[config.mk]
export PLATFORM = sky130hd
export DESIGN_NAME = irq_affinity_agg
export DESIGN_NICKNAME = d
export VERILOG_FILES = /design/src/rtl/irq_agg_pkg.sv /design/src/rtl/irq_cpu_bank.sv /design/src/rtl/irq_bus_dec.sv /design/src/rtl/irq_affinity_agg.sv
export SDC_FILE = /design/constraint.sdc
export NUM_CORES = 1
export LEC_CHECK = 0
export BUFFER_PORTS_ARGS = -buffer_cell sky130_fd_sc_hd__buf_2
export CAP_MARGIN = 20
export CORE_UTILIZATION = 48
export DETAILED_ROUTE_END_ITERATION = 10
export MAX_ROUTING_LAYER = met4
export PLACE_DENSITY = 0.69
export SLEW_MARGIN = 10
export SYNTH_ARGS = -nofsm -noshare
export SYNTH_HDL_FRONTEND = slang
export SYNTH_SLANG_ARGS = --single-unit
[constraint.sdc]
create_clock -name clk_i -period 1.6 [get_ports clk_i]
set_clock_uncertainty 0.2 [all_clocks]
set_input_delay 0.16 -clock clk_i [delete_from_list [all_inputs] [get_ports clk_i]]
set_output_delay 0.16 -clock clk_i [all_outputs]
set_load 0.1 [all_outputs]
[src/rtl/irq_agg_pkg.sv]
package irq_agg_pkg;
  localparam int unsigned WORD_W = 32;
  localparam int unsigned WIN_WORDS = 8;  // 0x20-byte window per CPU
  localparam int unsigned OFF_W = $clog2(WIN_WORDS);
  typedef logic [WORD_W-1:0] word_t;
  typedef logic [OFF_W-1:0] off_t;
endpackage

[src/rtl/irq_cpu_bank.sv]
module irq_cpu_bank
  import irq_agg_pkg::*;
#(
  parameter int unsigned NW = 2
) (
  input  logic               clk_i,
  input  logic               rst_ni,
  input  logic [NW*32-1:0]   src_i,
  input  logic               wr_en_i,
  input  off_t               off_i,
  input  word_t              wdata_i,
  output word_t              rdata_o,
  output logic               irq_o
);
  localparam off_t N_OFF = off_t'(NW);

  word_t [NW-1:0] en_q;
  word_t [NW-1:0] pend;
  logic           irq_q;

  for (genvar w = 0; w < NW; w++) begin : g_word
    always_ff @(posedge clk_i or negedge rst_ni) begin
      if (!rst_ni) en_q[w] <= '0;
      else if (wr_en_i && off_i == off_t'(w)) en_q[w] <= wdata_i;
    end
    assign pend[w] = src_i[w*32 +: 32] & en_q[w];
  end

  always_comb begin
    rdata_o = '0;
    for (int w = 0; w < NW; w++) begin
      if (off_i == off_t'(w)) rdata_o = en_q[w];
      else if (off_i == off_t'(w) + N_OFF) rdata_o = pend[w];
    end
  end

  always_ff @(posedge clk_i or negedge rst_ni) begin
    if (!rst_ni) irq_q <= 1'b0;
    else irq_q <= |pend;
  end
  assign irq_o = irq_q;

  a_r3_mask_write: assert property (@(posedge clk_i) disable iff (!rst_ni)
    (wr_en_i && off_i < N_OFF) |=> en_q[$past(off_i)] == $past(wdata_i));
  a_r5_pend_readonly: assert property (@(posedge clk_i) disable iff (!rst_ni)
    (wr_en_i && off_i >= N_OFF) |=> $stable(en_q));
  a_r6_irq_level: assert property (@(posedge clk_i) disable iff (!rst_ni)
    1'b1 |=> irq_o == $past(|(src_i & en_q)));
  a_r2_no_mask_no_irq: assert property (@(posedge clk_i) disable iff (!rst_ni)
    (en_q == '0) |=> !irq_o);
endmodule

[src/rtl/irq_bus_dec.sv]
module irq_bus_dec
  import irq_agg_pkg::*;
#(
  parameter int unsigned NUM_CPUS = 2,
  parameter int unsigned CPU_W = 1
) (
  input  logic                       clk_i,
  input  logic                       rst_ni,
  input  logic                       req_i,
  input  logic                       we_i,
  input  logic [CPU_W+OFF_W-1:0]     addr_i,
  input  word_t [NUM_CPUS-1:0]       bank_rdata_i,
  output logic [NUM_CPUS-1:0]        wr_en_o,
  output off_t                       off_o,
  output word_t                      rdata_o,
  output logic                       rvalid_o
);
  logic [CPU_W-1:0] cpu;
  word_t            rd_sel;
  word_t            rdata_q;
  logic             rvalid_q;

  assign cpu   = addr_i[CPU_W+OFF_W-1:OFF_W];
  assign off_o = addr_i[OFF_W-1:0];

  always_comb begin
    wr_en_o = '0;
    rd_sel  = '0;
    for (int c = 0; c < NUM_CPUS; c++) begin
      if ({1'b0, cpu} == (CPU_W+1)'(c)) begin
        wr_en_o[c] = req_i & we_i;
        rd_sel     = bank_rdata_i[c];
      end
    end
  end

  always_ff @(posedge clk_i or negedge rst_ni) begin
    if (!rst_ni) begin
      rvalid_q <= 1'b0;
      rdata_q  <= '0;
    end else begin
      rvalid_q <= req_i & ~we_i;
      if (req_i && !we_i) rdata_q <= rd_sel;
    end
  end
  assign rdata_o  = rdata_q;
  assign rvalid_o = rvalid_q;

  a_r7_single_bank: assert property (@(posedge clk_i) disable iff (!rst_ni)
    $onehot0(wr_en_o));
  a_r9_read_valid: assert property (@(posedge clk_i) disable iff (!rst_ni)
    (req_i && !we_i) |=> rvalid_o);
  a_r9_valid_one_cycle: assert property (@(posedge clk_i) disable iff (!rst_ni)
    !(req_i && !we_i) |=> !rvalid_o);
endmodule

[src/rtl/irq_affinity_agg.sv]
module irq_affinity_agg
  import irq_agg_pkg::*;
#(
  parameter int unsigned NUM_LINES = 64,
  parameter int unsigned NUM_CPUS = 2,
  localparam int unsigned NW = NUM_LINES / 32,
  localparam int unsigned CPU_W = (NUM_CPUS > 1) ? $clog2(NUM_CPUS) : 1
) (
  input  logic                   clk_i,
  input  logic                   rst_ni,
  input  logic [NUM_LINES-1:0]   src_i,
  input  logic                   req_i,
  input  logic                   we_i,
  input  logic [CPU_W+OFF_W-1:0] addr_i,
  input  logic [31:0]            wdata_i,
  output logic [31:0]            rdata_o,
  output logic                   rvalid_o,
  output logic [NUM_CPUS-1:0]    irq_o
);
  initial begin
    a_r1_line_count: assert (NUM_LINES == 32 || NUM_LINES == 64 || NUM_LINES == 128)
      else $error("NUM_LINES must be 32, 64 or 128");
  end

  logic [NUM_CPUS-1:0] wr_en;
  off_t                off;
  word_t [NUM_CPUS-1:0] bank_rdata;

  irq_bus_dec #(.NUM_CPUS(NUM_CPUS), .CPU_W(CPU_W)) u_dec (
    .clk_i, .rst_ni, .req_i, .we_i, .addr_i,
    .bank_rdata_i(bank_rdata), .wr_en_o(wr_en), .off_o(off),
    .rdata_o, .rvalid_o
  );

  for (genvar c = 0; c < NUM_CPUS; c++) begin : g_cpu
    irq_cpu_bank #(.NW(NW)) u_bank (
      .clk_i, .rst_ni, .src_i,
      .wr_en_i(wr_en[c]), .off_i(off), .wdata_i,
      .rdata_o(bank_rdata[c]), .irq_o(irq_o[c])
    );
  end

  a_r8_unused_reads_zero: assert property (@(posedge clk_i) disable iff (!rst_ni)
    (req_i && !we_i && int'(addr_i[OFF_W-1:0]) >= 2*NW) |=> rdata_o == '0);
endmodule

# After elaboration in Yosys (flattened, before gate mapping)
# Cells that the tools add are included.
# word_totals
ff_bits,163
inputBits,104
out_inout_bits,35
# classes
eq_ne,3
mux,11
bitwise,7
n_reduce_logical,9
# op_table
operator,count
2-to-1 mux 32 bit,9
bitwise AND 32 bit,4
OR reduction 64 bit,2
== test 3 x 2 -> 1 bit (second input constant),2
logical AND 1 bit,5
== test 3 x 1 -> 1 bit (second input constant),1
zero test 3 bit,1
bitwise AND 1 bit,2
2-to-1 mux 1 bit,2
zero test 1 bit,1
inverter 1 bit,1

# Longest topological paths before layout
# Gate-level depths: netlist (run 1).
# depth
word_depth,6
mapped_depth,7

# Hierarchy
# Synthesis (run 1) repeated with hierarchy kept, for this count alone.
# hier_totals
hier_cells,690
area_unflattened_um2,8869.8
# by_module_without_submodules
module,instances,cells_per_inst,area_per_inst_um2
irq_cpu_bank,2,289,3493.4
irq_bus_dec,1,112,1883.1

# Worst setup path after synthesis (run 1)
# OpenSTA, ideal clock, no wires.
# synth_timing
path_kind,reg2reg
from,register g_cpu[1].u_bank.en_q[17] (netlist bit)
to,register g_cpu[1].u_bank.irq_q
setup_time_ns,0.139
arrival_ns,1.367
required_ns,1.261
setup_slack_ns,-0.106
stages_incl_launch_ff,5
cell_sequence,dfrtp_1 a22o_1 a221oi_1 nand4_1 or4_1
# synth_via
elab_chain_cells,2
# synth_lines
item,line,rtl
start: declaration,irq_cpu_bank.sv:17,word_t [NW-1:0] en_q;
start signal: indexed assignment,irq_cpu_bank.sv:24,else if (wr_en_i && off_i == off_t'(w)) en_q[w] <= wdata_i;
bitwise AND 32 bit,irq_cpu_bank.sv:26,assign pend[w] = src_i[w*32 +: 32] & en_q[w];
OR reduction 64 bit,irq_cpu_bank.sv:39,else irq_q <= |pend;
end signal: assignment,irq_cpu_bank.sv:39,
end: declaration,irq_cpu_bank.sv:19,logic irq_q;
# No other way between the ends.
# A chain may end at the register's enable or synchronous reset.

# Worst setup path after layout (run 1)
# layout_timing
from,register g_cpu[1].u_bank.en_q[15] (netlist bit)
to,register g_cpu[1].u_bank.irq_q
# The elaborated chain is that of the path after synthesis.

==> results of run 1 <==
cells by family (layout without fill, tap and decap cells):
family,count (synthesis),count (layout),share of synthesized area [%]
compound gates,164,164,16.3
buf+inv,53,396,3.61
flops,163,163,50.5
mux,188,188,25.4
simple gates,76,76,4.21
metal layers:
layer,track usage (%),up-vias
li1,-,3171
met1,47.0,3761
met2,56.4,432
met3,5.96,89
met4,16.5,0
met5,-,-
sequential cells by signal, indices dropped and copies added (netlist names):
signal,cells
g_cpu.u_bank.en_q,128
u_dec.rdata_o,32
g_cpu.u_bank.irq_o,2
u_dec.rvalid_o,1
per-stage QoR:
stage	cell area, sq um	total power, uW	worst slack, ns
finish	11500	14200	-0.387
global route	11500	14600	-0.403
CTS	11400	14000	-0.345
detailed placement	10400	9590	-0.466
global placement	10400	9450	-0.480
floorplan	8140	7530	-0.0659
worst paths after layout:
path                                                 startpoint                                   end  slack, ns  cells after the start
max                        g_cpu[1].u_bank.en_q[15]$_DFFE_PN0P_       g_cpu[1].u_bank.irq_o$_DFF_PN0_      -0.39                      4
min                                                   src_i[42]       g_cpu[0].u_bank.irq_o$_DFF_PN0_      -0.07                      4
max reg2reg                g_cpu[1].u_bank.en_q[15]$_DFFE_PN0P_       g_cpu[1].u_bank.irq_o$_DFF_PN0_      -0.39                      4
min reg2reg                        u_dec.rdata_o[5]$_DFFE_PN0P_          u_dec.rdata_o[5]$_DFFE_PN0P_       0.28                      2
max in group asynchronous                                rst_ni         u_dec.rdata_o[26]$_DFFE_PN0P_       0.58                      3
min in group asynchronous                                rst_ni  g_cpu[1].u_bank.en_q[21]$_DFFE_PN0P_       0.03                      2
placed cells by master, fill, tap and decap left out, drive strengths merged:
cell type,count
nor2,34
nand2b,3
nand4b,1
mux2,136
o32ai,8
a31oi,6
dlygate4sd3,40
a22o,32
mux2i,52
o32a,18
nand4,8
bufinv,4
nand2,26
o21ai,32
clkbuf,36
dfrtp,163
buf,302
inv,8
o31ai,18
o221ai,6
nor3,2
a221oi,32
o211ai,6
clkinvlp,3
clkinv,3
or4,2
a21oi,6
tightest hold or removal path: stages:
cell and delay [ns]:
buf_2 0.12, a221oi_2 0.07, nand4_1 0.08, or4_1 0.10
power breakdown:
part	leakage (uW)	switching (uW)	total [uW]	internal, uW
logic	0.00319	2300	4350	2040
registers	0.00208	602	5470	4860
clock network	0.000294	1680	4350	2670
total	0.00556	4590	14200	9570
final cells by class:
cell class | instances | area share [%]
clock buffer | 20 | 3.96
clock inverter | 10 | 1.37
inverter | 8 | 0.260
multi-input combinational | 428 | 33.5
sequential | 163 | 35.4
tap | 220 | 2.39
timing repair buffer | 358 | 23.1
timing repair:
item	4_1_cts	5_1_grt
resized for setup	7	20
pin swaps	4	4
hold endpoints to repair	309	2
setup endpoints to repair	3	18
buffers inserted	2	0
Yosys cell counts (12+ instances only):
| library cell | instances | area (sq um) |
|---|---|---|
| dfrtp_1 | 163 | 4080 |
| mux2_2 | 69 | 777 |
| mux2_1 | 67 | 754 |
| mux2i_1 | 52 | 521 |
| nor2_1 | 33 | 124 |
| a22o_1 | 32 | 280 |
| o21ai_0 | 31 | 155 |
| nand2_1 | 26 | 97.6 |
| a221oi_1 | 24 | 210 |
| buf_2 | 20 | 100 |
| o31ai_1 | 18 | 135 |
| o32a_1 | 18 | 180 |
| clkbuf_1 | 12 | 45.0 |
==> impl_metrics.tcl, run 1 <==
set metrics [dict create \
    irDropWorstVdd_v 0.000852 \
    start_kind "flip-flop" \
    portBuffers 138 \
    fin_nets 1080 \
    io_pins 139 \
    drtAntennaViolNets 0 \
    grt_max_degree 42 \
    setup_tns_ns -0.723 \
    hold_viol 2 \
    fin_ws_ns -0.387 \
    status "finished, violations left" \
    min_period_ns 1.99 \
    cts.sinks 163 \
    die_y_um 132 \
    syn_nets 748 \
    dieArea_sq_um 17400 \
    synth_warnings 0 \
    drc 0 \
    antenna_found_initial 0 \
    wl_met1_mm 12.0 \
    core_area_sq_um 16500 \
    routed.top_layer "met4" \
    ctsHtreeMaxLevel 4 \
    vias_per_cell 6.17 \
    yosys_most_used_dff "dfrtp_1" \
    min_period_over_period_pct 124 \
    wirelength_mm 29.6 \
    tritoncts "yes" \
    path_cells "a22o_1 -> a221oi_4 -> nand4_1 -> or4_1" \
    row_count 47 \
    crit_required_ns 1.70 \
    netlist_instances 644 \
    grt_pass1_vias 7756 \
    multiInputGateArea_sq_um 3860 \
    p_leak_uw 0.00556 \
    holdBufCountCts 40 \
    wl_met2_mm 14.2 \
    dp_hpwl_mm 21.5 \
    die_w_um 132 \
    violations "hold timing, setup timing" \
    vias 7453 \
    max_freq_mhz 503 \
    worst_pin_slew_ns 0.492 \
    clk_latency_ns 0.44 \
    synth.avg_cell_area_sq_um 12.6 \
    power.density_nw_per_um2 1230 \
    worstSetupPathType "reg2reg" \
    grt_setup_unrepaired "yes" \
    root_buffer "clkbuf_16" \
    dr.pass1.iters 5 \
    final_max_slew_viol_count 0 \
    cp_data_arrival_time_ns 2.09 \
    cp_top_family "simple AND/OR/NAND/NOR gates" \
    slew_headroom_pct 67.4 \
    synth_seq_area_share_pct 50.5 \
    grt.total_usage_pct 36.4 \
    grt-ovfl-total 0 \
    synth_edf_count 0 \
    path_buf_inv 0 \
    clockBufferDepth 2 \
    start_util_pct 48.9 \
    syn-cell-area_sq_um 8080 \
    clk_pin_slew_ns 0.06 \
    cts-buffers-inserted 17 \
    wl_per_cell_um 24.5 \
    slowest_delay_ns 0.54 \
    hold_ws_ns -0.0708 \
    crit_fanout 2 \
    synth_cell_types 30 \
    drive_gt1_share_pct 45.2 \
    antennaDiodeCount 0 \
    holdCritPathClass "in2reg" \
    final-seq-area_sq_um 4080 \
    cp_slowest_cell "or4_1" \
    crit_path_end_kind "flip-flop" \
    area_growth_pct 42.6 \
    dp.cells 1135 \
    synthArstFlopShare_pct 100 \
    max_cap_viol_count 0 \
    first_iter_violations 842 \
    wl_met3_mm 2.26 \
    gp_congestion 0.960 \
    grt_pass1_wl_mm 45.6 \
    fillCellCount 1164 \
    finish.utilization_pct 69.8 \
    synth-seq-cells 163 \
    stdcell_count 1207 \
    setup_viol 2 \
]
Note: power is estimated with default switching activity, not from simulation.
==> inputs of run 2 (changes only) <==
Settings changed: CORE_UTILIZATION 48 to 45, PLACE_DENSITY 0.69 to 0.65.
==> run 2 against run 1 <==
Effect of this change: the flow still finishes with violations (hold timing, setup timing); global-route usage is 1.7 points lower; critical path depth unchanged; core utilization fell by 3.7 points; total power grew 1.3%; combinational power is 3% lower; worst hold slack improved by 0.013 ns; routed wire length increased by 0.98%; largest power group unchanged.
==> impl_metrics.tcl, run 2 (synthesis results as in run 1) <==
set metrics [dict create \
    power.density_nw_per_um2 1250 \
    start_kind "flip-flop" \
    cp_data_arrival_time_ns 2.03 \
    clk_pin_slew_ns 0.06 \
    max_freq_mhz 520 \
    total_power_uw 14300 \
    clockBufferDepth 2 \
    cts-buffers-inserted 17 \
    io_pins 139 \
    tritoncts "yes" \
    final_max_slew_viol_count 0 \
    start_util_pct 46.4 \
    violations "hold timing, setup timing" \
    largest_reg_flops 128 \
    drive_gt1_share_pct 44.5 \
    vias_per_cell 6.09 \
    hold_viol 2 \
    slew_headroom_pct 43.2 \
    dieArea_sq_um 18500 \
    drc 0 \
    antenna_found_initial 0 \
    cp_slowest_cell "or4_1" \
    holdPathStages 4 \
    irDropWorstVdd_v 0.000785 \
    r2r_cells 4 \
    drtAntennaViolNets 0 \
    clk_latency_ns 0.44 \
    path_cells "a22o_1 -> a221oi_2 -> nand4_1 -> or4_1" \
    fin_ws_ns -0.325 \
    p_leak_uw 0.00555 \
    wl_per_cell_um 24.9 \
    grt_pass1_wl_mm 45.1 \
    setup_viol 2 \
    holdCritPathClass "in2reg" \
    power_frac_comb_pct 29.3 \
    p_int_uw 9670 \
    post-place-ws_ns -0.374 \
    min_period_ns 1.92 \
    slowest_delay_ns 0.54 \
    area_growth_pct 42.3 \
    row_count 48 \
    vias 7304 \
    worstSetupPathType "reg2reg" \
    min_period_over_period_pct 120 \
    die_y_um 136 \
    power_frac_seq_pct 38.3 \
    layout_commonest_cell "dfrtp_1" \
    wirelength_mm 29.9 \
    crit_path_end_kind "flip-flop" \
    switchingPower_uw 4680 \
    grt_setup_unrepaired "yes" \
    gp_congestion 1.03 \
    core_area_sq_um 17400 \
    hold_ws_ns -0.0579 \
    layout_common_cells "163 x dfrtp_1, 150 x buf_4, 122 x buf_2" \
    root_buffer "clkbuf_16" \
    crit_required_ns 1.70 \
    p_clk_share_pct 32.4 \
    switching_share_pct 32.6 \
    dpl_cell_area_sq_um 10300 \
    top_register "g_cpu.u_bank.en_q" \
    max_cap_viol_count 0 \
    ctsHtreeMaxLevel 4 \
    crit_fanout 2 \
    design_area_sq_um 11500 \
    antennaDiodeCount 0 \
    grt_max_degree 38 \
    grt-ovfl-total 0 \
    dr.pass1.iters 5 \
    worst_pin_slew_ns 0.852 \
    first_iter_violations 610 \
    dp_hpwl_mm 21.6 \
    portBuffers 138 \
    fin_nets 1066 \
    grt_pass1_vias 7476 \
    setup_tns_ns -0.645 \
    status "finished, violations left" \
    die_w_um 136 \
    cts.sinks 163 \
    grt.total_usage_pct 34.6 \
]
## run 2: cell count changes in the layout (fill, tap and decap cells not counted), moves of 3 or more
cell | previous run | this run
a221oi_1 | 8 | 5
a221oi_2 | 21 | 26
buf_2 | 119 | 122
buf_4 | 168 | 150
clkbuf_4 | 16 | 11
inv_6 | 0 | 5
## run 2: per-layer routing
metal / wire [um] / GRT usage, % / part of all wire, % / vias up
met5: 0 / - / 0 / -
met4: 845 / 12.1 / 2.8 / 0
met3: 2190 / 6.41 / 7.3 / 59
met2: 14600 / 55.5 / 49 / 357
met1: 12300 / 43.9 / 41 / 3750
li1: - / - / - / 3138
## run 2: path summary, 6_finish.rpt
check / from / to / slack, ns
max in group asynchronous: rst_ni / u_dec.rdata_o[11]$_DFFE_PN0P_ / 0.19
worst min-delay path: src_i[8] / g_cpu[0].u_bank.irq_o$_DFF_PN0_ / -0.06
worst min register to register: u_dec.rdata_o[7]$_DFFE_PN0P_ / u_dec.rdata_o[7]$_DFFE_PN0P_ / 0.27
worst max-delay path: g_cpu[1].u_bank.en_q[46]$_DFFE_PN0P_ / g_cpu[1].u_bank.irq_o$_DFF_PN0_ / -0.32
min in group asynchronous: rst_ni / g_cpu[0].u_bank.en_q[18]$_DFFE_PN0P_ / 0.13
worst max register to register: g_cpu[1].u_bank.en_q[46]$_DFFE_PN0P_ / g_cpu[1].u_bank.irq_o$_DFF_PN0_ / -0.32
## run 2: cell type report
class                   count  area [sq um]
inverters                   8          30.0
fillers                  1373          5910
flip-flops and latches    163          4080
clock buffers              18           439
clock inverters            14           224
well taps                 225           282
repair buffers            344          2600
multi-input cells         428          3860
## run 2: critical path: cells and delay by family (launching register included)
family,cells,cell delay (ns)
DFF,1,0.41
and+or+nand+nor,2,0.66
AOI/OAI and AO/OA,2,0.53
## run 2: stage by stage
step	utilization, %	std cells
5_1_grt	66.1	1200
3_5_place_dp	59.0	1122
3_3_place_gp	59.0	1122
2_1_floorplan	-	644
4_1_cts	65.6	1198
6_report	66.1	1200
## run 2: power groups by stage
stage          clock (uW)  combinational (uW)  sequential, uW
6_report             4640                4210            5500
5_1_grt              4810                4450            5570
4_1_cts              4650                4140            5470
3_5_place_dp            0                3980            5520
3_3_place_gp            0                3890            5480
2_1_floorplan           0                1450            6080
## run 2: timing repair
| item | in CTS | in global routing |
|---|---|---|
| endpoints found under the hold margin | 301 | 2 |
| buffers inserted | 1 | 1 |
| pin swaps | 6 | 6 |
| endpoints found under the setup margin | 5 | 38 |
| gates resized for setup | 11 | 16 |
| hold buffers | 43 | 1 |
==> inputs of run 3 (changes only) <==
Settings changed: ABC_AREA set to 1.
==> run 3 against run 2 <==
Effect of this change: the run now ends clean; final area down 4.9%; worst hold slack improved by 0.067 ns; global-route usage fell by 6.2 points; core utilization shrank 4.9 points; synthesized cell count up 72%; worst setup slack gained 0.35 ns; fmax up 22%; die area rose by 1.7%.
==> impl_metrics.tcl, run 3 <==
set metrics [dict create \
    worstSetupPathType "reg2out" \
    yosysTopAreaCell "dfrtp_1" \
    p_clk_share_pct 34.9 \
    holdPathStages 7 \
    synth.top_cell.area_share_pct 49.6 \
    synth_edf_count 0 \
    power.density_nw_per_um2 1160 \
    die_w_um 137 \
    dr.pass1.iters 5 \
    met3_usage_pct 3.81 \
    synth_cell_types 24 \
    drtAntennaViolNets 0 \
    grt_pass1_wl_mm 39.2 \
    row_count 49 \
    stdcell_count 1568 \
    fillCellCount 1675 \
    portBuffers 138 \
    postCtsSetupRepairBufs 0 \
    cts-buffers-inserted 17 \
    dpl_cell_area_sq_um 9400 \
    synth-seq-cells 163 \
    cp_slowest_cell "buf_2" \
    synthArstFlopShare_pct 100 \
    min_period_over_period_pct 98.3 \
    path_cells "buf_2" \
    syn_nets 1212 \
    synth_commonest_cells "437 x nand2_1, 163 x dfrtp_1, 150 x nor2_1, 128 x o21ai_0, 48 x inv_1" \
    drive_gt1_share_pct 16.5 \
    syn-cell-area_sq_um 8220 \
    synth.avg_cell_area_sq_um 7.42 \
    vias 8215 \
    cp_data_arrival_time_ns 1.21 \
    max_freq_mhz 636 \
    grt_util_met2_pct 44.3 \
    antenna_found_initial 0 \
    tritoncts "yes" \
    multiInputGateArea_sq_um 3700 \
    dp.cells 1451 \
    p_leak_uw 0.00561 \
    switching_share_pct 32.8 \
    setup_tns_ns 0 \
    irDropWorstVdd_v 0.000817 \
    holdCritPathClass "in2reg" \
    status "completed" \
    grt_pass1_vias 7653 \
    max_cap_viol_count 0 \
    r2r_cells 6 \
    grt_setup_unrepaired "no" \
    crit_path_end_kind "primary output" \
    finish.utilization_pct 61.1 \
    grt.total_usage_pct 28.5 \
    slowest_delay_ns 0.43 \
    slew_headroom_pct 67.8 \
    dp_hpwl_mm 17.0 \
    grt-ovfl-total 0 \
    cts.sinks 163 \
    gp_congestion 0.874 \
    layout_common_cells "437 x nand2_1, 163 x dfrtp_1, 150 x nor2_1" \
    grt_max_degree 65 \
    vias_per_cell 5.24 \
    final_max_slew_viol_count 0 \
    drc 0 \
    clockBufferDepth 2 \
    ctsHtreeMaxLevel 4 \
    dieArea_sq_um 18800 \
    synth_area_leaders "dfrtp_1 50%, nand2_1 20%, o21ai_0 7.8%" \
    worst_pin_slew_ns 0.487 \
    wl_per_cell_um 15.9 \
    antennaDiodeCount 0 \
    crit_required_ns 1.24 \
    start_util_pct 45.9 \
    power_frac_comb_pct 23.1 \
    synth_seq_area_share_pct 49.6 \
    power_frac_seq_pct 42.0 \
    clk_latency_ns 0.44 \
    first_iter_violations 655 \
    worst-path-stages 1 \
    fin_nets 1430 \
    design_area_sq_um 10900 \
    synth_warnings 0 \
    final-seq-area_sq_um 4080 \
    largest_reg_flops 128 \
    yosys_most_used_dff "dfrtp_1" \
    root_buffer "clkbuf_16" \
    area_growth_pct 33.2 \
    busiest_layer "met2" \
    met1_usage_pct 37.5 \
    wirelength_mm 25.0 \
    layout_commonest_cell "nand2_1" \
    path_buf_inv 1 \
    die_y_um 137 \
    hold_viol 0 \
    io_pins 139 \
    netlist_instances 1108 \
    core_area_sq_um 17900 \
    min_period_ns 1.57 \
    start_kind "flip-flop" \
    setup_viol 0 \
    top_register "g_cpu.u_bank.en_q" \
    yosysMostFrequentCell "nand2_1" \
    cp_top_family "buffers and inverters" \
    crit_fanout 2 \
    switchingPower_uw 4180 \
    clk_pin_slew_ns 0.06 \
    p_int_uw 8550 \
]
run 3: cell count changes after synthesis, sizes merged, moves of 11 or more:
cell / delta
nor2: +118
o211ai: +38
o221ai: +12
a22o: -32
o32a: -18
inv: +47
o21ai: +102
a221oi: -32
clkbuf: +15
o31ai: -18
nand3: +11
nand2: +415
mux2i: -52
mux2: -136
run 3: final timing paths:
path	startpoint	end	slack, ns
worst max-delay path	u_dec.rdata_o[5]$_DFFE_PN0P_	rdata_o[5]	0.03
worst min-delay path	src_i[10]	g_cpu[1].u_bank.irq_o$_DFF_PN0_	0.009
worst max register to register	g_cpu[1].u_bank.en_q[31]$_DFFE_PN0P_	g_cpu[1].u_bank.irq_o$_DFF_PN0_	0.17
worst min register to register	u_dec.rdata_o[9]$_DFFE_PN0P_	u_dec.rdata_o[9]$_DFFE_PN0P_	0.27
max in group asynchronous	rst_ni	g_cpu[0].u_bank.en_q[19]$_DFFE_PN0P_	0.31
min in group asynchronous	rst_ni	g_cpu[0].u_bank.en_q[16]$_DFFE_PN0P_	0.09
run 3: logic make-up after synthesis:
kind of cell           count (synthesis)  share of synthesized area [%]
AO/OA/AOI/OAI                        203                           14.6
AND/OR/NAND/NOR                      632                           30.3
flip-flops                           163                           49.6
buffers and inverters                110                           5.49
run 3: power by group through the flow:
stage,logic [uW],registers (uW),clock network (uW)
floorplan,1340,5830,0
global placement,2700,5390,0
detailed placement,2750,5400,0
CTS,2940,5330,4470
global route,3290,5440,4630
finish,2940,5340,4450
run 3: final cells by class:
class | count | area share [%]
Inverter | 55 | 1.89
Multi-Input combinational cell | 835 | 33.8
Clock inverter | 12 | 1.61
Sequential cell | 163 | 37.3
Timing Repair Buffer | 254 | 18.6
Clock buffer | 20 | 4.17
Tap cell | 229 | 2.62
run 3: stage by stage:
step / power (uW) / hold slack (ns) / setup WS (ns)
floorplan: 7180 / -0.336 / 0.244
global placement: 8080 / -0.197 / 0.114
detailed placement: 8150 / -0.204 / 0.0570
CTS: 12700 / 0.000618 / 0.00517
global route: 13400 / 0.0192 / 0.00145
finish: 12700 / 0.00942 / 0.0268
run 3: routing by layer:
layer / wire (um) / up-vias / share of wire [%]
li1: - / 4023 / -
met2: 11800 / 282 / 47
met3: 1290 / 34 / 5.2
met1: 11200 / 3876 / 45
met5: 0 / - / 0
met4: 631 / 0 / 2.5
run 3: repair_timing:
action / 4_1_cts / 5_1_grt
resized for setup: 7 / 13
endpoints found under the setup margin: 7 / 63
hold buffers: 85 / 0
hold endpoints to repair: 325 / 0
